<file path="config.mk">
export PLATFORM = sky130hd
export DESIGN_NAME = pwm_timing_gen
export DESIGN_NICKNAME = d
export VERILOG_FILES = /design/src/rtl/pwm_pkg.sv /design/src/rtl/pwm_rst_sync.sv /design/src/rtl/pwm_period_gen.sv /design/src/rtl/pwm_blank_win.sv /design/src/rtl/pwm_gate_latch.sv /design/src/rtl/pwm_timing_gen.sv
export SDC_FILE = /design/constraint.sdc
export NUM_CORES = 1
export LEC_CHECK = 0
export ABC_AREA = 0
export BUFFER_PORTS_ARGS = -buffer_cell sky130_fd_sc_hd__clkbuf_2
export CAP_MARGIN = 30
export CORE_UTILIZATION = 55
export CTS_BUF_LIST = sky130_fd_sc_hd__clkbuf_4
export CTS_CLUSTER_SIZE = 30
export DETAILED_ROUTE_END_ITERATION = 10
export GPL_ROUTABILITY_DRIVEN = 0
export GPL_TIMING_DRIVEN = 1
export PLACE_DENSITY = 0.75
export SKIP_LAST_GASP = 1
export SYNTH_ARGS = -nofsm -noshare
export SYNTH_HDL_FRONTEND = slang
export SYNTH_SLANG_ARGS = --single-unit
</file>
<file path="constraint.sdc">
create_clock -name clk_i -period 0.8 [get_ports clk_i]
set_input_delay 0.12 -clock clk_i [delete_from_list [all_inputs] [get_ports clk_i]]
set_output_delay 0.12 -clock clk_i [all_outputs]
set_load 0.01 [all_outputs]
</file>
<file path="src/rtl/pwm_pkg.sv">
package pwm_pkg;

  typedef enum logic {
    MODE_NORM = 1'b0,
    MODE_STBY = 1'b1
  } pwm_mode_e;

  // on-time limit in clocks for a period of per clocks
  function automatic int unsigned on_limit(int unsigned per, int unsigned num, int unsigned den);
    return (per * num) / den;
  endfunction

endpackage

</file>
<file path="src/rtl/pwm_rst_sync.sv">
module pwm_rst_sync #(
  parameter int unsigned STAGES = 2
) (
  input  logic clk_i,
  input  logic rst_ni,
  output logic rst_no
);

  logic [STAGES-1:0] sync_q;

  for (genvar s = 0; s < STAGES; s++) begin : g_stage
    if (s == 0) begin : g_first
      always_ff @(posedge clk_i or negedge rst_ni) begin
        if (!rst_ni) sync_q[s] <= 1'b0;
        else         sync_q[s] <= 1'b1;
      end
    end else begin : g_next
      always_ff @(posedge clk_i or negedge rst_ni) begin
        if (!rst_ni) sync_q[s] <= 1'b0;
        else         sync_q[s] <= sync_q[s-1];
      end
    end
  end

  assign rst_no = sync_q[STAGES-1];

endmodule

</file>
<file path="src/rtl/pwm_period_gen.sv">
module pwm_period_gen
  import pwm_pkg::*;
#(
  parameter int unsigned PER_NORM = 200,
  parameter int unsigned PER_STBY = 591,
  parameter int unsigned ON_NUM   = 7,
  parameter int unsigned ON_DEN   = 10,
  parameter int unsigned CW       = 10
) (
  input  logic          clk_i,
  input  logic          rst_ni,
  input  logic          en_i,
  input  logic          sb_sel_i,
  output logic [CW-1:0] cnt_o,
  output logic          start_o,
  output logic [CW-1:0] max_on_o
);

  localparam logic [CW-1:0] LAST_NORM = CW'(PER_NORM - 1);
  localparam logic [CW-1:0] LAST_STBY = CW'(PER_STBY - 1);
  localparam logic [CW-1:0] MAXON_NORM = CW'(on_limit(PER_NORM, ON_NUM, ON_DEN));
  localparam logic [CW-1:0] MAXON_STBY = CW'(on_limit(PER_STBY, ON_NUM, ON_DEN));

  logic [CW-1:0] cnt_q, cnt_d;
  pwm_mode_e     mode_q, mode_d;
  logic          mode_ce;
  logic [CW-1:0] last_cur;
  logic          wrap;

  always_comb begin
    last_cur = (mode_q == MODE_STBY) ? LAST_STBY : LAST_NORM;
    wrap     = (cnt_q == last_cur);
    mode_ce  = !en_i || wrap;
    mode_d   = sb_sel_i ? MODE_STBY : MODE_NORM;
    if (!en_i || wrap) cnt_d = '0;
    else               cnt_d = cnt_q + 1'b1;
  end

  always_ff @(posedge clk_i or negedge rst_ni) begin
    if (!rst_ni) begin
      cnt_q  <= '0;
      mode_q <= MODE_NORM;
    end else begin
      cnt_q <= cnt_d;
      if (mode_ce) mode_q <= mode_d;
    end
  end

  assign cnt_o    = cnt_q;
  assign start_o  = en_i && (cnt_q == '0);
  assign max_on_o = (mode_q == MODE_STBY) ? MAXON_STBY : MAXON_NORM;

  // counter stays inside the active period
  p_cnt_in_period_r2: assert property (@(posedge clk_i) disable iff (!rst_ni)
    cnt_q <= last_cur);

  // the mode only moves at a period boundary or while disabled
  p_mode_at_boundary_r9: assert property (@(posedge clk_i) disable iff (!rst_ni)
    !$stable(mode_q) |-> (!$past(en_i) || ($past(cnt_q) == ((($past(mode_q)) == MODE_STBY) ? LAST_STBY : LAST_NORM))));

endmodule

</file>
<file path="src/rtl/pwm_blank_win.sv">
module pwm_blank_win #(
  parameter int unsigned BLANK = 2,
  parameter int unsigned BW    = 2
) (
  input  logic clk_i,
  input  logic rst_ni,
  input  logic gate_i,
  input  logic oc_i,
  output logic oc_hit_o
);

  localparam logic [BW-1:0] BLANK_V = BW'(BLANK);

  logic [BW-1:0] blk_q, blk_d;
  logic          blk_ce;
  logic          open_win;

  always_comb begin
    open_win = gate_i && (blk_q == BLANK_V);
    blk_ce   = !gate_i || (blk_q != BLANK_V);
    if (!gate_i) blk_d = '0;
    else         blk_d = blk_q + 1'b1;
  end

  always_ff @(posedge clk_i or negedge rst_ni) begin
    if (!rst_ni)     blk_q <= '0;
    else if (blk_ce) blk_q <= blk_d;
  end

  assign oc_hit_o = open_win && oc_i;

  // the blanking count never runs past its limit
  p_blank_bounded_r7: assert property (@(posedge clk_i) disable iff (!rst_ni)
    blk_q <= BLANK_V);

endmodule

</file>
<file path="src/rtl/pwm_gate_latch.sv">
module pwm_gate_latch (
  input  logic clk_i,
  input  logic rst_ni,
  input  logic en_i,
  input  logic set_i,
  input  logic clr_pwm_i,
  input  logic clr_oc_i,
  input  logic clr_duty_i,
  output logic gate_o,
  output logic oc_flag_o
);

  logic gate_q, gate_d;
  logic flag_q, flag_d;
  logic clr_any;

  always_comb begin
    clr_any = !en_i || clr_pwm_i || clr_oc_i || clr_duty_i;
    gate_d  = !clr_any && (set_i || gate_q);
    flag_d  = en_i && clr_oc_i;
  end

  always_ff @(posedge clk_i or negedge rst_ni) begin
    if (!rst_ni) begin
      gate_q <= 1'b0;
      flag_q <= 1'b0;
    end else begin
      gate_q <= gate_d;
      flag_q <= flag_d;
    end
  end

  assign gate_o    = gate_q;
  assign oc_flag_o = flag_q;

  // a turn-off request wins over a simultaneous set
  p_reset_wins_r5: assert property (@(posedge clk_i) disable iff (!rst_ni)
    (set_i && clr_pwm_i) |=> !gate_q);

  // the flag lasts one clock
  p_flag_single_r8: assert property (@(posedge clk_i) disable iff (!rst_ni)
    flag_q |=> !flag_q);

endmodule

</file>
<file path="src/rtl/pwm_timing_gen.sv">
module pwm_timing_gen
  import pwm_pkg::*;
#(
  parameter int unsigned PER_NORM = 200,
  parameter int unsigned PER_STBY = 591,
  parameter int unsigned BLANK    = 2,
  parameter int unsigned ON_NUM   = 7,
  parameter int unsigned ON_DEN   = 10,
  parameter int unsigned SYNC_STG = 2
) (
  input  logic clk_i,
  input  logic rst_ni,
  input  logic en_i,
  input  logic sb_sel_i,
  input  logic pwm_off_i,
  input  logic oc_i,
  output logic gate_o,
  output logic oc_flag_o
);

  localparam int unsigned PMAX = (PER_NORM > PER_STBY) ? PER_NORM : PER_STBY;
  localparam int unsigned CW   = $clog2(PMAX + 1);
  localparam int unsigned BW   = (BLANK > 0) ? $clog2(BLANK + 1) : 1;

  logic          rst_n;
  logic [CW-1:0] cnt;
  logic [CW-1:0] max_on;
  logic          start;
  logic          duty_end;
  logic          oc_hit;
  logic          gate;
  logic          flag;

  pwm_rst_sync #(.STAGES(SYNC_STG)) u_rst (
    .clk_i  (clk_i),
    .rst_ni (rst_ni),
    .rst_no (rst_n)
  );

  pwm_period_gen #(
    .PER_NORM (PER_NORM),
    .PER_STBY (PER_STBY),
    .ON_NUM   (ON_NUM),
    .ON_DEN   (ON_DEN),
    .CW       (CW)
  ) u_period (
    .clk_i    (clk_i),
    .rst_ni   (rst_n),
    .en_i     (en_i),
    .sb_sel_i (sb_sel_i),
    .cnt_o    (cnt),
    .start_o  (start),
    .max_on_o (max_on)
  );

  assign duty_end = (cnt >= max_on);

  pwm_blank_win #(.BLANK(BLANK), .BW(BW)) u_blank (
    .clk_i    (clk_i),
    .rst_ni   (rst_n),
    .gate_i   (gate),
    .oc_i     (oc_i),
    .oc_hit_o (oc_hit)
  );

  pwm_gate_latch u_latch (
    .clk_i      (clk_i),
    .rst_ni     (rst_n),
    .en_i       (en_i),
    .set_i      (start),
    .clr_pwm_i  (pwm_off_i),
    .clr_oc_i   (oc_hit),
    .clr_duty_i (duty_end),
    .gate_o     (gate),
    .oc_flag_o  (flag)
  );

  assign gate_o    = gate;
  assign oc_flag_o = flag;

  // turn-on only follows a period start
  p_rise_at_start_r4: assert property (@(posedge clk_i) disable iff (!rst_n)
    $rose(gate) |-> $past(start));

  // a high gate lies inside the duty window of the period
  p_on_window_r4: assert property (@(posedge clk_i) disable iff (!rst_n)
    gate |-> ((cnt >= CW'(1)) && (cnt <= max_on)));

  // the flag marks the clock of an overcurrent turn-off
  p_flag_at_fall_r8: assert property (@(posedge clk_i) disable iff (!rst_n)
    flag |-> (!gate && $past(gate) && $past(oc_i)));

  // disable forces the gate off
  p_disable_off_r10: assert property (@(posedge clk_i) disable iff (!rst_n)
    !en_i |=> !gate);

  // nothing is driven during reset
  p_reset_quiet_r1: assert property (@(posedge clk_i)
    !rst_n |-> (!gate && !flag));

endmodule

</file>
==> metrics.txt <==
CP startpoint=u_period.cnt_o[0]; Slew Viols, Final=0; Synth Instances=96; Routed WL=3670 µm; status=finished with violations; per-cell routed wire length=21.5 µm; Yosys top cell area share=0.424; Critical Path RT=0.99 ns; r2r startpoint=u_period.cnt_o[0]; CTS root buf=clkbuf_4; CP arrival=2.09 ns; total gr overflow=0; final layout net count=between 150 and 200; Power Total=1.87 mW; #FFs+latches synth=17; 1st-pass router iterations=4; Mapped Area=1000 µm²; fraction of layout cells with a size suffix above 1=0.527; Peak supply drop=0.951 mV; TritonCTS Buffers=3; Worst Clk Skew=0.00146 ns; Static Leak=0.661 nW; clock latency on the worst-skew pair=0.30 ns; largest net degree at the start of global routing=16; Worst Setup EP=u_period.mode_q; Sum Neg Setup Slack=-12.70 ns; Critical Path Max Stage Delay=0.40 ns; Logic pwr share=0.228; syn avg cell area=between 10 and 15 µm²; Synth cell types=39; min Tclk post-route=1.90 ns; slowest CP cell=dfrtp_1; Hold Crit Class=input pin to flop; die height=44.7 µm; H-Tree Depth=1; Port Buffer Count=7; pwr dens=1200 nW/µm²; clk sinks=17; Post-DRT Antenna Nets=0; Via density=6.47; row count=15; # fillers=82; 1st-iter DRT viols=67; fmax=0.527 GHz; Int Pwr=approximately 1.3 mW; Min Hold Slack=between 0.1 and 0.15 ns; Die X=44.7 µm; # setup viols final=17; top cells by area, synth=dfrtp_1 42%, ha_1 7.5%, a211oi_1 3.7%; post-route clock period utilization=2.37; PnR worst setup slack=-1.10 ns; Reg power frac=0.487; Max Cap Violations=0; RSZ-0062 raised after global routing=true; Post-DP HPWL=1780 µm; vias in the first global route=1008; Synth Warn #=0; Synth area leader=dfrtp_1; reg2reg path depth=6; Synth-to-Final Area Change=55.5%; initial antenna violation count=0; IO Pins=8; Worst setup SP type=flop; CTS Buffer Depth=2; worst reg2reg setup slack=-1.10 ns; Crit Path Class=flop to flop; post-place setup slack=-0.848 ns; sw frac=0.292; final antenna diode count=0; first-pass GRT wire length=4820 µm; initial core utilization=0.581; clock group share of total power=0.285; net switching power=0.545 mW; post-synthesis sequential area ratio=0.424; die area=2000 µm²; worst slew pin tran=0.611 ns; failing checks=setup timing; Worst slew margin=0.593; Post-Syn Nets=108; Clock Pin Slew Worst Setup and Hold Paths=0.11 ns; core area=1730 µm²; cell chain of the critical path=inv_2 > ha_4 > nand4b_1 > buf_4 > o311ai_1 > nor3b_1; RR Endpoint=u_period.mode_q; All-Layer GR Usage=0.344; Crit Path Max Fanout=2; Fin. Hold Viols=0; TritonCTS clock tree=done; CP endpoint kind=flop; DRC violations left=0; DR vias=1106
## cells by family after synthesis
kind of cell             synth area share
adder cells (fa/ha/maj)            0.0748
other                             0.00374
flip-flops                          0.424
AO/OA/AOI/OAI                       0.197
XOR/XNOR                           0.0349
buffers and inverters              0.0611
AND/OR/NAND/NOR                     0.204
## power by group through the flow
stage                     Sequential, mW  Combinational (mW)  Clock, mW
after global placement             0.920               0.262          0
after global routing               0.914               0.441      0.546
after detailed placement           0.923               0.274          0
after CTS                          0.906               0.324      0.526
final                              0.911               0.425      0.532
after floorplan                    0.937               0.123          0
## layout by cell type, fill, tap and decap left out, types with 3 or more instances in the layout
| cell type | count |
|---|---|
| clkbuf_4 | 4 |
| a221oi_2 | 5 |
| ha_4 | 3 |
| inv_1 | 4 |
| ha_1 | 3 |
| dfrtp_1 | 17 |
| buf_4 | 34 |
| o21ai_0 | 3 |
| nand2_1 | 3 |
| nand3_1 | 5 |
| clkbuf_2 | 6 |
| a211oi_1 | 3 |
| buf_6 | 10 |
| or3_1 | 3 |
## registers in the layout, summed over array words and instances, names as in the netlist
signal	count
u_latch.oc_flag_o	1
u_period.cnt_o	10
u_rst.sync_q	1
u_rst.rst_no	1
u_latch.gate_o	1
u_period.mode_q	1
u_blank.blk_q	2
## critical path: cells and delay by family (launching register included)
family          cells  cell delay [ns]
compound gates      1             0.33
fa+ha+maj           1             0.22
buf+inv             2             0.28
flops               1             0.40
simple gates        2             0.55
## synthesized netlist by cell type, drive strengths merged
| cell | count |
|---|---|
| nand3 | 5 |
| nand4 | 2 |
| a21oi | 1 |
| a211oi | 6 |
| inv | 7 |
| nor3b | 2 |
| nor4 | 1 |
| xor2 | 2 |
| ha | 6 |
| nand2 | 4 |
| o21ai | 6 |
| and4 | 1 |
| nor3 | 2 |
| or4 | 3 |
| a311oi | 1 |
| nand4b | 1 |
| a221oi | 5 |
| or3 | 4 |
| or3b | 1 |
| clkbuf | 1 |
| o31ai | 2 |
| a31oi | 1 |
| nor2b | 1 |
| dfrtp | 17 |
| conb | 1 |
| a2111oi | 1 |
| o311ai | 1 |
| nor4bb | 1 |
| or4bb | 1 |
| xnor2 | 2 |
| buf | 4 |
| and2 | 2 |
| a21boi | 1 |
## layout make-up
type | instances | area, µm² | share of cell area
Clock buffer | 4 | 30.0 | 0.0192
Inverter | 7 | 31.3 | 0.0200
Multi-Input combinational cell | 67 | 634 | 0.407
Sequential cell | 17 | 425 | 0.273
Tap cell | 25 | 31.3 | 0.0200
Timing Repair Buffer | 51 | 408 | 0.261
## repair_timing
item / 4_1_cts / 5_1_grt
resized for setup: 15 / 21
pin swaps: 4 / 13
setup endpoints to repair: 17 / 17
setup buffers: 9 / 7
endpoints found under the hold margin: 2 / 0
cloned: 1 / 0
hold buffers: 1 / 0
## how the worst min path moves through the flow
stage	from	to	slack [ns]	depth (start not counted)
final	pwm_off_i	u_latch.gate_o	0.11	3
after global placement	rst_ni	u_rst.rst_no	-0.1	1
after CTS	pwm_off_i	u_latch.gate_o	0.08	3
after floorplan	rst_ni	u_rst.rst_no	-0.18	0
after detailed placement	rst_ni	u_rst.sync_q[0]	-0.09	1
after global routing	oc_i	u_latch.oc_flag_o	0.14	2
## layer usage
metal / vias up / routed length [µm] / track usage
li1: 469 / - / -
met1: 527 / 1350 / 0.421
met5: - / 0 / 0
met4: 0 / 191 / 0.139
met3: 27 / 293 / 0.0480
met2: 83 / 1830 / 0.609
## metrics by stage
stage	area (µm²)	cells	utilization
floorplan	1020	96	-
global placement	1290	153	0.746
detailed placement	1290	153	0.746
CTS	1480	168	0.857
global route	1560	171	0.904
finish	1560	171	0.904
(Power assumes the default switching activity.)
